File: config.mk
export PLATFORM = sky130hd
export DESIGN_NAME = trap_entry_unit
export DESIGN_NICKNAME = d
export VERILOG_FILES = /design/src/rtl/trap_pkg.sv /design/src/rtl/trap_irq_pick.sv /design/src/rtl/trap_cause_form.sv /design/src/rtl/trap_vec_calc.sv /design/src/rtl/trap_entry_unit.sv
export SDC_FILE = /design/constraint.sdc
export NUM_CORES = 1
export LEC_CHECK = 0
export ABC_CLOCK_PERIOD_IN_PS = 6110
export BUFFER_PORTS_ARGS = -buffer_cell sky130_fd_sc_hd__buf_2
export CAP_MARGIN = 20
export CELL_PAD_IN_SITES_DETAIL_PLACEMENT = 1
export CELL_PAD_IN_SITES_GLOBAL_PLACEMENT = 1
export CORE_AREA = 5 5 155 157
export CTS_BUF_LIST = sky130_fd_sc_hd__clkbuf_4 sky130_fd_sc_hd__clkbuf_8
export DETAILED_ROUTE_END_ITERATION = 16
export DIE_AREA = 0 0 160 162
export PLACE_DENSITY = 0.79
export REMOVE_ABC_BUFFERS = 1
export SLEW_MARGIN = 40
export SYNTH_ARGS = -nofsm -noshare
export SYNTH_HDL_FRONTEND = slang
export SYNTH_SLANG_ARGS = --single-unit
File: constraint.sdc
create_clock -name clk -period 6.11 [get_ports clk]
set_input_delay 1.222 -clock clk [delete_from_list [all_inputs] [get_ports clk]]
set_output_delay 1.222 -clock clk [all_outputs]
set_load 0.005 [all_outputs]
File: src/rtl/trap_pkg.sv
package trap_pkg;

  typedef enum logic [1:0] {
    EXC_GENERIC = 2'd0,
    EXC_CAP     = 2'd1,
    EXC_ECALL   = 2'd2,
    EXC_EBREAK  = 2'd3
  } exc_kind_e;

  localparam int CAUSE_W      = 5;
  localparam int CAP_IDX_W    = 6;

  localparam logic [CAUSE_W-1:0] CAUSE_CAP_FAULT = 5'd28;
  localparam logic [CAUSE_W-1:0] CAUSE_ENV_CALL  = 5'd11;
  localparam logic [CAUSE_W-1:0] CAUSE_BREAK     = 5'd3;

  // interrupt line numbers, which double as their cause codes
  localparam int IRQ_EXT = 11;
  localparam int IRQ_SW  = 3;
  localparam int IRQ_TMR = 7;

  // capability register index encodings carried in the trap value
  localparam logic [CAP_IDX_W-1:0] IDX_PCC     = 6'h20;
  localparam logic [CAP_IDX_W-1:0] IDX_SPECIAL = 6'h3C;
  localparam logic [CAP_IDX_W-1:0] IDX_UNKNOWN = 6'h1F;

  // status register bit positions
  localparam int ST_GIE  = 3;
  localparam int ST_PGIE = 7;
  localparam int ST_PRIV = 11;

endpackage

File: src/rtl/trap_irq_pick.sv
module trap_irq_pick
  import trap_pkg::*;
#(
  parameter int XLEN    = 32,
  parameter int CODE_W  = CAUSE_W
) (
  input  logic [XLEN-1:0]   pending,
  input  logic [XLEN-1:0]   enable,
  input  logic              gie,
  output logic              take,
  output logic [CODE_W-1:0] code
);
  localparam int NSRC = 3;
  // index 0 holds the highest priority
  localparam int PRIO [NSRC] = '{IRQ_EXT, IRQ_SW, IRQ_TMR};

  logic [XLEN-1:0] armed;
  logic            unused_armed;

  assign armed        = pending & enable;
  assign unused_armed = ^armed;

  always_comb begin
    take = 1'b0;
    code = '0;
    // walk from lowest to highest so the highest priority overwrites
    for (int i = NSRC - 1; i >= 0; i--) begin
      if (gie && armed[PRIO[i]]) begin
        take = 1'b1;
        code = CODE_W'(PRIO[i]);
      end
    end
  end

  // a picked interrupt is always one of the three machine sources
  always_comb begin
    if (take) begin
      a_r5_known_source: assert (code == CODE_W'(IRQ_EXT) ||
                                 code == CODE_W'(IRQ_SW)  ||
                                 code == CODE_W'(IRQ_TMR));
    end
  end

endmodule

File: src/rtl/trap_cause_form.sv
module trap_cause_form
  import trap_pkg::*;
#(
  parameter int XLEN   = 32,
  parameter int CODE_W = CAUSE_W,
  parameter int IDX_W  = CAP_IDX_W,
  parameter int SEL_W  = 6,
  parameter int NGPR   = 32,
  parameter int NSPEC  = 4
) (
  input  exc_kind_e         kind,
  input  logic [CODE_W-1:0] code_in,
  input  logic [XLEN-1:0]   tval_in,
  input  logic [XLEN-1:0]   pc_in,
  input  logic [SEL_W-1:0]  reg_sel,
  output logic [CODE_W-1:0] cause,
  output logic [XLEN-1:0]   tval
);
  localparam int SEL_PCC   = NGPR;
  localparam int SEL_SPEC0 = NGPR + 1;

  logic [IDX_W-1:0] idx;

  always_comb begin
    if (int'(reg_sel) < NGPR) begin
      idx = IDX_W'(reg_sel);
    end else if (int'(reg_sel) == SEL_PCC) begin
      idx = IDX_PCC;
    end else if (int'(reg_sel) < SEL_SPEC0 + NSPEC) begin
      idx = IDX_SPECIAL + IDX_W'(int'(reg_sel) - SEL_SPEC0);
    end else begin
      idx = IDX_UNKNOWN;
    end
  end

  always_comb begin
    unique case (kind)
      EXC_CAP: begin
        cause = CAUSE_CAP_FAULT;
        tval  = XLEN'(code_in) | (XLEN'(idx) << CODE_W);
      end
      EXC_ECALL: begin
        cause = CAUSE_ENV_CALL;
        tval  = '0;
      end
      EXC_EBREAK: begin
        cause = CAUSE_BREAK;
        tval  = pc_in;
      end
      default: begin
        cause = code_in;
        tval  = tval_in;
      end
    endcase
  end

  // a capability trap value never reaches past the index field
  always_comb begin
    if (kind == EXC_CAP) begin
      a_r6_field_width: assert (tval[XLEN-1:CODE_W+IDX_W] == '0);
    end
  end

endmodule

File: src/rtl/trap_vec_calc.sv
module trap_vec_calc #(
  parameter int XLEN   = 32,
  parameter int CODE_W = 5
) (
  input  logic [XLEN-1:0]   base,
  input  logic [CODE_W-1:0] code,
  output logic [XLEN-1:0]   target
);
  localparam logic [1:0] MODE_VECTORED = 2'd1;

  logic [XLEN-1:0] aligned;

  assign aligned = {base[XLEN-1:2], 2'b00};

  always_comb begin
    if (base[1:0] == MODE_VECTORED) target = aligned + (XLEN'(code) << 2);
    else                            target = aligned;
  end

endmodule

File: src/rtl/trap_entry_unit.sv
module trap_entry_unit
  import trap_pkg::*;
#(
  parameter int XLEN   = 32,
  parameter int CODE_W = CAUSE_W,
  parameter int SEL_W  = 6
) (
  input  logic              clk,
  input  logic              rst_n,
  input  logic              exc_valid,
  output logic              exc_ready,
  input  logic [1:0]        exc_kind,
  input  logic [CODE_W-1:0] exc_code,
  input  logic [XLEN-1:0]   exc_tval,
  input  logic [XLEN-1:0]   exc_pc,
  input  logic [SEL_W-1:0]  exc_reg_sel,
  input  logic [XLEN-1:0]   irq_pending,
  input  logic [XLEN-1:0]   irq_enable,
  input  logic [XLEN-1:0]   irq_pc,
  input  logic [XLEN-1:0]   trap_base,
  input  logic              mret_valid,
  input  logic              csr_wr_en,
  input  logic [XLEN-1:0]   csr_wr_data,
  output logic              redir_valid,
  output logic [XLEN-1:0]   redir_pc,
  output logic [XLEN-1:0]   mcause_o,
  output logic [XLEN-1:0]   mtval_o,
  output logic [XLEN-1:0]   mepc_o,
  output logic [XLEN-1:0]   mstatus_o
);
  logic              gie_q, pgie_q, redir_q;
  logic [XLEN-1:0]   cause_q, tval_q, epc_q, tgt_q;

  logic              irq_take;
  logic [CODE_W-1:0] irq_code;
  logic [CODE_W-1:0] exc_cause;
  logic [XLEN-1:0]   exc_tval_f;
  logic              take_exc, take_irq, take_any;
  logic [CODE_W-1:0] sel_code;
  logic [XLEN-1:0]   sel_tval, sel_epc, sel_tgt;
  logic              unused_wdata;

  assign unused_wdata = ^{csr_wr_data[XLEN-1:ST_PGIE+1],
                          csr_wr_data[ST_PGIE-1:ST_GIE+1],
                          csr_wr_data[ST_GIE-1:0]};

  trap_irq_pick #(.XLEN(XLEN), .CODE_W(CODE_W)) u_pick (
    .pending (irq_pending),
    .enable  (irq_enable),
    .gie     (gie_q),
    .take    (irq_take),
    .code    (irq_code)
  );

  trap_cause_form #(.XLEN(XLEN), .CODE_W(CODE_W), .SEL_W(SEL_W)) u_form (
    .kind    (exc_kind_e'(exc_kind)),
    .code_in (exc_code),
    .tval_in (exc_tval),
    .pc_in   (exc_pc),
    .reg_sel (exc_reg_sel),
    .cause   (exc_cause),
    .tval    (exc_tval_f)
  );

  assign exc_ready = !redir_q;
  assign take_exc  = exc_valid && exc_ready;
  assign take_irq  = !take_exc && !redir_q && irq_take;
  assign take_any  = take_exc || take_irq;

  assign sel_code  = take_exc ? exc_cause  : irq_code;
  assign sel_tval  = take_exc ? exc_tval_f : '0;
  assign sel_epc   = take_exc ? exc_pc     : irq_pc;

  trap_vec_calc #(.XLEN(XLEN), .CODE_W(CODE_W)) u_vec (
    .base   (trap_base),
    .code   (sel_code),
    .target (sel_tgt)
  );

  always_ff @(posedge clk) begin
    if (!rst_n) begin
      gie_q   <= 1'b0;
      pgie_q  <= 1'b0;
      redir_q <= 1'b0;
      cause_q <= '0;
      tval_q  <= '0;
      epc_q   <= '0;
      tgt_q   <= '0;
    end else begin
      redir_q <= take_any;
      if (take_any) begin
        cause_q <= {take_irq, {(XLEN-1-CODE_W){1'b0}}, sel_code};
        tval_q  <= sel_tval;
        epc_q   <= sel_epc;
        tgt_q   <= sel_tgt;
        pgie_q  <= gie_q;
        gie_q   <= 1'b0;
      end else if (mret_valid) begin
        gie_q   <= pgie_q;
        pgie_q  <= 1'b1;
      end else if (csr_wr_en) begin
        gie_q   <= csr_wr_data[ST_GIE];
        pgie_q  <= csr_wr_data[ST_PGIE];
      end
    end
  end

  always_comb begin
    mstatus_o                      = '0;
    mstatus_o[ST_PRIV+1:ST_PRIV]   = 2'b11;
    mstatus_o[ST_PGIE]             = pgie_q;
    mstatus_o[ST_GIE]              = gie_q;
  end

  assign redir_valid = redir_q;
  assign redir_pc    = tgt_q;
  assign mcause_o    = cause_q;
  assign mtval_o     = tval_q;
  assign mepc_o      = epc_q;

  // the redirect never lasts more than one cycle
  a_r9_single_pulse: assert property (@(posedge clk) disable iff (!rst_n)
    redir_valid |=> !redir_valid);

  // the global enable is off while a redirect is presented
  a_r4_gie_cleared: assert property (@(posedge clk) disable iff (!rst_n)
    redir_valid |-> !mstatus_o[ST_GIE]);

  // the previous enable captures the enable seen before the trap
  a_r4_pgie_stacked: assert property (@(posedge clk) disable iff (!rst_n)
    $rose(redir_valid) |-> mstatus_o[ST_PGIE] == $past(mstatus_o[ST_GIE]));

  // a transferred request produces a redirect saving its PC
  a_r8_accept_redirect: assert property (@(posedge clk) disable iff (!rst_n)
    (exc_valid && exc_ready) |=> redir_valid && mepc_o == $past(exc_pc));

  // every handler address is word aligned
  a_r2_aligned_target: assert property (@(posedge clk) disable iff (!rst_n)
    redir_valid |-> redir_pc[1:0] == 2'b00);

  // an interrupt redirect requires the enable that was set before it
  a_r5_gated_by_gie: assert property (@(posedge clk) disable iff (!rst_n)
    (redir_valid && mcause_o[XLEN-1]) |-> $past(mstatus_o[ST_GIE]));

endmodule

==> flow_summary.ini, run 1 <==
[logic_synthesis]
synth_flop_cell = dfxtp_1
synth_cell_types = 58
synthTopCellsByCount = 108 x nor2_1, 103 x dfxtp_1, 91 x nand2_1, 60 x buf_4, 49 x a21oi_1
synth.area.mux_share_pct = 0.349
synth-edff-count = 0
synth-compound-area-share_pct = 25.8
synth_top_area_share_pct = 36.0
ys_async_sr_fraction_pct = 0
synth_simple_gate_area_share_pct = 19.6
ys_warn_count = 0
synthMostInstantiatedCell = nor2_1
synthTopCellsByArea = dfxtp_1 36%, buf_4 7.9%, nor2_1 7.1%, nand2_1 6.0%, a311oi_1 5.0%
synth_top_family_by_area = compound AO/OA/AOI/OAI gates
yosysTopAreaCell = dfxtp_1
post_synth.cell_area_avg_um2 = 7.77
syn_inst = 738
seq_area_frac_synth_pct = 36.0
synth_xor_area_share_pct = 3.36
ys_ff_latch = 103
synth_fa_ha_area_share_pct = 2.75
syn_area_um2 = 5740

[floorplan]
die_width_um = 160
die_y_um = 162
ios = 404
fp.dieArea_um2 = 25900
core_area_um2 = 22400
rows = 55
start_util_pct = 25.6

[power]
switching_share_pct = 33.3
p_int_mw = 1.06
p_clk_share_pct = 26.9
power_density_nw_per_um2 = 219
ir_drop_uv = 80.4
combPwrFrac_pct = 25.1
p_leak_nw = 3.33
seq_power_share_pct = 48.0
p_sw_mw = 0.529

[layout]
final_area_um2 = 7250
nFillCells = 2863
n_antenna_cell = 0
finalNetCount = 1215
post-route-util_pct = 32.4
fin_cells = 1251
drive_above_1_share_pct = 31.0
syn_to_final_growth_pct = 26.4

[critical_path]
start_kind = input port
crit_start = exc_valid
critPathRequiredTime_ns = 6.35
rrSetupSlack_ns = 2.34
r2r_cells = 12
slowest_delay_ns = 0.68
worstSetupEndpoint = redir_pc[20]$_SDFFE_PN0P_
worstPathArrival_ns = 4.57
cpMaxStageDelayCell = a2111oi_1
path_max_fanout = 38
path_class = input port to flip-flop
cp.buffers_inverters = 3
reg2reg_from = redir_valid$_SDFF_PN0_
cp-end-kind = flip-flop
cp_num_cells = 13
r2r_end = redir_pc[20]$_SDFFE_PN0P_
critPathTopFamily = compound AO/OA/AOI/OAI gates
crit_chain = buf_2 -> nor2b_4 -> buf_4 -> o31ai_1 -> o22ai_1 -> ha_1 -> inv_1 -> fa_1 -> nor2b_1 -> o2111ai_1 -> a2111oi_1 -> xnor2_1 -> a21oi_2

[job]
cap_violations = 0

[routing]
drc_errors = 0
drt_iter0_markers = 336
postRouteAntennaNets = 0
routed_via_density = 4.85
wl_per_cell_um = 17.4
vias = 6069
drt-total-wl_mm = 21.8
first_pass_iters = 4

[clocking]
cts_buffers = 9
cts_tree = built
clk_pin_slew_ns = 0.11
cts_sinks = 103
clock-root-buffer = clkbuf_8
cts_hold_buffers = 0
cts_resized = 0
insertion_delay_ns = 0.39
post-cts-setup-buffers = 0
h-tree-depth = 3
clockBufferDepth = 2

[timing]
slew_headroom_pct = 47.9
rsz0062_at_grt = no
setup_slack_ns = 1.78
holdWs_ns = 0.456
tightest_slew_ns = 0.782
fmax_ghz = 0.231
finalMaxSlewViolations = 0
fin_crit_ns = 4.33
finalCritPeriodShare_pct = 70.9
report.final.setup_viol = 0
final_hold_viol_count = 0
clock_skew_ns = 0.0191

[place]
numPortBuffers = 257
dp_cells = 1235
gp_congestion = 0.820
place_ws_ns = 1.31
dp_hpwl_mm = 16.8
dpl_cell_area_um2 = 7060

[global_route]
grt_max_degree = 81
grt_first_pass_wirelength_mm = 33.8
antenna_found_initial = 4
grt_pass1_vias = 6229
grt_usage_pct = 16.0
grt_overflow = 0

[hold_path]
worstHoldPathType = flip-flop to flip-flop

[outcome]
outcome = complete, no violations
==> tightest hold or removal path: cells and delay by family (launching register included) <==
kind             cells  cell delay (ns)
flip-flops           1             0.33
AND/OR/NAND/NOR      1             0.05
AO/OA/AOI/OAI        1             0.05
==> power groups by stage <==
stage / clock (mW) / combinational [mW] / sequential, mW
global route: 0.478 / 0.448 / 0.769
finish: 0.426 / 0.399 / 0.761
global placement: 0 / 0.391 / 0.775
CTS: 0.454 / 0.403 / 0.762
detailed placement: 0 / 0.402 / 0.777
floorplan: 0 / 0.203 / 0.781
==> per-layer routing <==
metal	wire (um)	global-route usage [%]	vias up
li1	-	-	2949
met1	8890	18.2	2859
met2	10600	28.4	234
met3	2050	6.19	21
met4	248	3.68	6
met5	28	0	-
==> logic make-up (layout without fill, tap and decap cells) <==
kind of cell             Yosys count  count (layout)
AND/OR/NAND/NOR                  256             256
AO/OA/AOI/OAI                    217             217
buffers and inverters            124             296
flip-flops                       103             103
XOR/XNOR                          22              22
adder cells (fa/ha/maj)           12              12
other                              2              58
multiplexers                       2               2
==> metrics by stage <==
stage / setup TNS, ns / power, mW
finish: 0 / 1.59
global placement: 0 / 1.17
CTS: 0 / 1.62
global route: 0 / 1.70
detailed placement: 0 / 1.18
floorplan: -228.06 / 0.984
==> how the worst min path moves through the flow <==
stage / start / to / cells after the start
after floorplan: mtval_o[9]$_SDFFE_PN0P_ / mtval_o[9]$_SDFFE_PN0P_ / 2
after global placement: mtval_o[8]$_SDFFE_PN0P_ / mtval_o[8]$_SDFFE_PN0P_ / 2
after detailed placement: mtval_o[6]$_SDFFE_PN0P_ / mtval_o[6]$_SDFFE_PN0P_ / 2
after CTS: mtval_o[6]$_SDFFE_PN0P_ / mtval_o[6]$_SDFFE_PN0P_ / 2
after global routing: mtval_o[6]$_SDFFE_PN0P_ / mtval_o[6]$_SDFFE_PN0P_ / 2
final: mtval_o[6]$_SDFFE_PN0P_ / mtval_o[6]$_SDFFE_PN0P_ / 2
==> state kept, by name, indices dropped and copies added, names as in the netlist <==
name	count
mepc_o	32
mtval_o	32
redir_pc	30
mcause_o	6
gie_q	1
pgie_q	1
redir_valid	1
==> cell usage in the layout (no fill, tap or decap), types with 3 or more instances in the layout <==
cell       count
buf_2        257
nor2_1       107
dfxtp_1      103
nand2_1       91
conb_1        58
a21oi_1       49
o21ai_0       37
a311oi_1      33
a22oi_1       28
xor2_1        13
inv_1         12
nor3_1        11
a211oi_1      10
ha_1          10
clkbuf_8      10
xnor2_1        9
buf_4          9
nor2b_1        8
o2111ai_1      8
a31oi_1        8
o21ai_1        8
nand3_1        6
and3_1         5
a21o_1         5
o31ai_1        4
nand4_1        4
and2_1         4
o211ai_1       4
a221oi_1       3
nand2b_1       3
and4_1         3
or4_1          3
==> final cells by class <==
class,count,area [um^2],area share [%]
Timing Repair Buffer,267,1370,19.0
Multi-Input combinational cell,567,3220,44.4
Tap cell,285,357,4.92
Clock inverter,5,41.3,0.570
Sequential cell,103,2060,28.5
Inverter,13,48.8,0.673
Clock buffer,11,145,2.00
Power figures use the tool's default switching activity.
==> run 2, diff against run 1 <==
ABC_CLOCK_PERIOD_IN_PS = 4000   (was 6110)
CORE_AREA = 5 5 154 156   (was 5 5 155 157)
DIE_AREA = 0 0 159 161   (was 0 0 160 162)
PLACE_DENSITY = 0.8   (was 0.79)
clock period = 4 ns   (was 6.11 ns; I/O delays follow)
==> run 2 against run 1 <==
Against the previous run: clock power increased by 66%; register-to-register slack got worse by 1.7 ns; cell count increased by 0.24%.
==> flow_summary.ini, run 2 (synthesized netlist as in run 1, its figures left out) <==
[critical_path]
critPathTopFamily = compound AO/OA/AOI/OAI gates
worstPathArrival_ns = 3.79
cp.buffers_inverters = 2
critPathRequiredTime_ns = 4.30
slowest_delay_ns = 0.46
path_max_fanout = 9
crit_chain = buf_2 -> nor2b_4 -> o31ai_1 -> o22ai_1 -> ha_1 -> inv_1 -> fa_1 -> nor2b_1 -> o2111a_1 -> o2111ai_1 -> or4_1 -> a31oi_1
cp-end-kind = flip-flop
start_kind = input port
cpMaxStageDelayCell = or4_1
rrSetupSlack_ns = 0.63
path_class = input port to flip-flop

[outcome]
outcome = complete, no violations

[timing]
tightest_slew_ns = 0.812
report.final.setup_viol = 0
finalMaxSlewViolations = 0
finalCritPeriodShare_pct = 87.3
tns_ns = 0
rsz0062_at_grt = no
slew_headroom_pct = 45.9
final_hold_viol_count = 0
fmax_ghz = 0.286
fin_crit_ns = 3.49
clock_skew_ns = 0.0116

[routing]
top_layer = met5
wl_met1_mm = 9.12
wl_per_cell_um = 17.3
drt-total-wl_mm = 21.7
drt_iter0_markers = 326
first_pass_iters = 4
wl_met2_mm = 10.4
wl_met3_mm = 1.80
vias = 6103
postRouteAntennaNets = 0
routed_via_density = 4.87
drc_errors = 0

[floorplan]
core_area_um2 = 22200
start_util_pct = 25.8
rows = 55
die_y_um = 161
ios = 404
fp.dieArea_um2 = 25600
die_width_um = 159

[clocking]
cts_sinks = 103
insertion_delay_ns = 0.38
clockBufferDepth = 2
cts_hold_buffers = 0
clk_pin_slew_ns = 0.11
clock-root-buffer = clkbuf_8
h-tree-depth = 3
post-cts-setup-buffers = 0
cts_tree = built
cts_buffers = 9
cts_resized = 0

[power]
power_density_nw_per_um2 = 340
p_leak_nw = 3.36
ir_drop_uv = 138

[layout]
final_cell_mix = 257 x buf_2, 107 x nor2_1, 103 x dfxtp_1
final_common_cell = buf_2
register_area_um2 = 2060
n_antenna_cell = 0
finalNetCount = 1219
multiInputGateArea_um2 = 3220
final_area_um2 = 7300
nFillCells = 2844
fin_cells = 1254
drive_above_1_share_pct = 31.2
syn_to_final_growth_pct = 27.2

[job]
cap_violations = 0

[hold_path]
worstHoldPathType = flip-flop to flip-flop

[global_route]
grt_first_pass_wirelength_mm = 34.6
grt_overflow = 0
grt_pass1_vias = 6379
antenna_found_initial = 2
grt_usage_pct = 16.3
grt_max_degree = 131

[place]
dp_cells = 1239
dpl_cell_area_um2 = 7090
gp_congestion = 0.815
numPortBuffers = 257
dp_hpwl_mm = 16.5
[run 2: cell types whose count changed in the layout (fill, tap and decap cells not counted), sizes merged]
cell      change
clkinvlp      -1
buf           +4
bufinv        +1
clkinv        -2
clkbuf        -1
inv           +2
[run 2: final timing paths]
kind,startpoint,to,depth (start not counted)
setup / recovery,exc_valid,redir_pc[30]$_SDFFE_PN0P_,12
hold / removal,mtval_o[9]$_SDFFE_PN0P_,mtval_o[9]$_SDFFE_PN0P_,2
setup reg to reg,redir_valid$_SDFF_PN0_,redir_pc[30]$_SDFFE_PN0P_,11
hold reg to reg,mtval_o[9]$_SDFFE_PN0P_,mtval_o[9]$_SDFFE_PN0P_,2
[run 2: final cells by class]
type / count / area share, %
clock buffer: 10 / 1.89
sequential: 103 / 28.3
timing repair buffer: 271 / 19.3
inverter: 13 / 0.669
multi-input combinational: 567 / 44.1
tap: 285 / 4.89
clock inverter: 5 / 0.875
[run 2: per-layer routing]
layer | vias to the layer above | global-route usage, %
li1 | 2953 | -
met1 | 2915 | 19.0
met2 | 212 | 28.5
met3 | 19 | 6.10
met4 | 4 | 3.72
met5 | - | 0
[run 2: worst min-delay path, stage by stage, from the launching register on]
cell	delay [ns]
dfxtp_1	0.33
nand2_1	0.05
nand2_1	0.04
[run 2: through the flow]
step                total power, mW  setup WS [ns]  util [%]  hold slack (ns)
CTS                            2.54          0.510      32.8            0.460
global route                   2.65          0.370      32.8            0.483
detailed placement             1.81         0.0880      31.9            0.438
floorplan                      1.50          -5.72         -            0.439
global placement               1.79          0.175      31.9            0.431
finish                         2.48          0.508      32.8            0.454
[run 2: power by group]
part | internal [mW] | switching, mW | leakage, nW | total, mW
clock | 0.311 | 0.397 | 0.0998 | 0.708
sequential | 1.12 | 0.0464 | 0.849 | 1.16
combinational | 0.247 | 0.366 | 2.41 | 0.613
total | 1.67 | 0.809 | 3.36 | 2.48
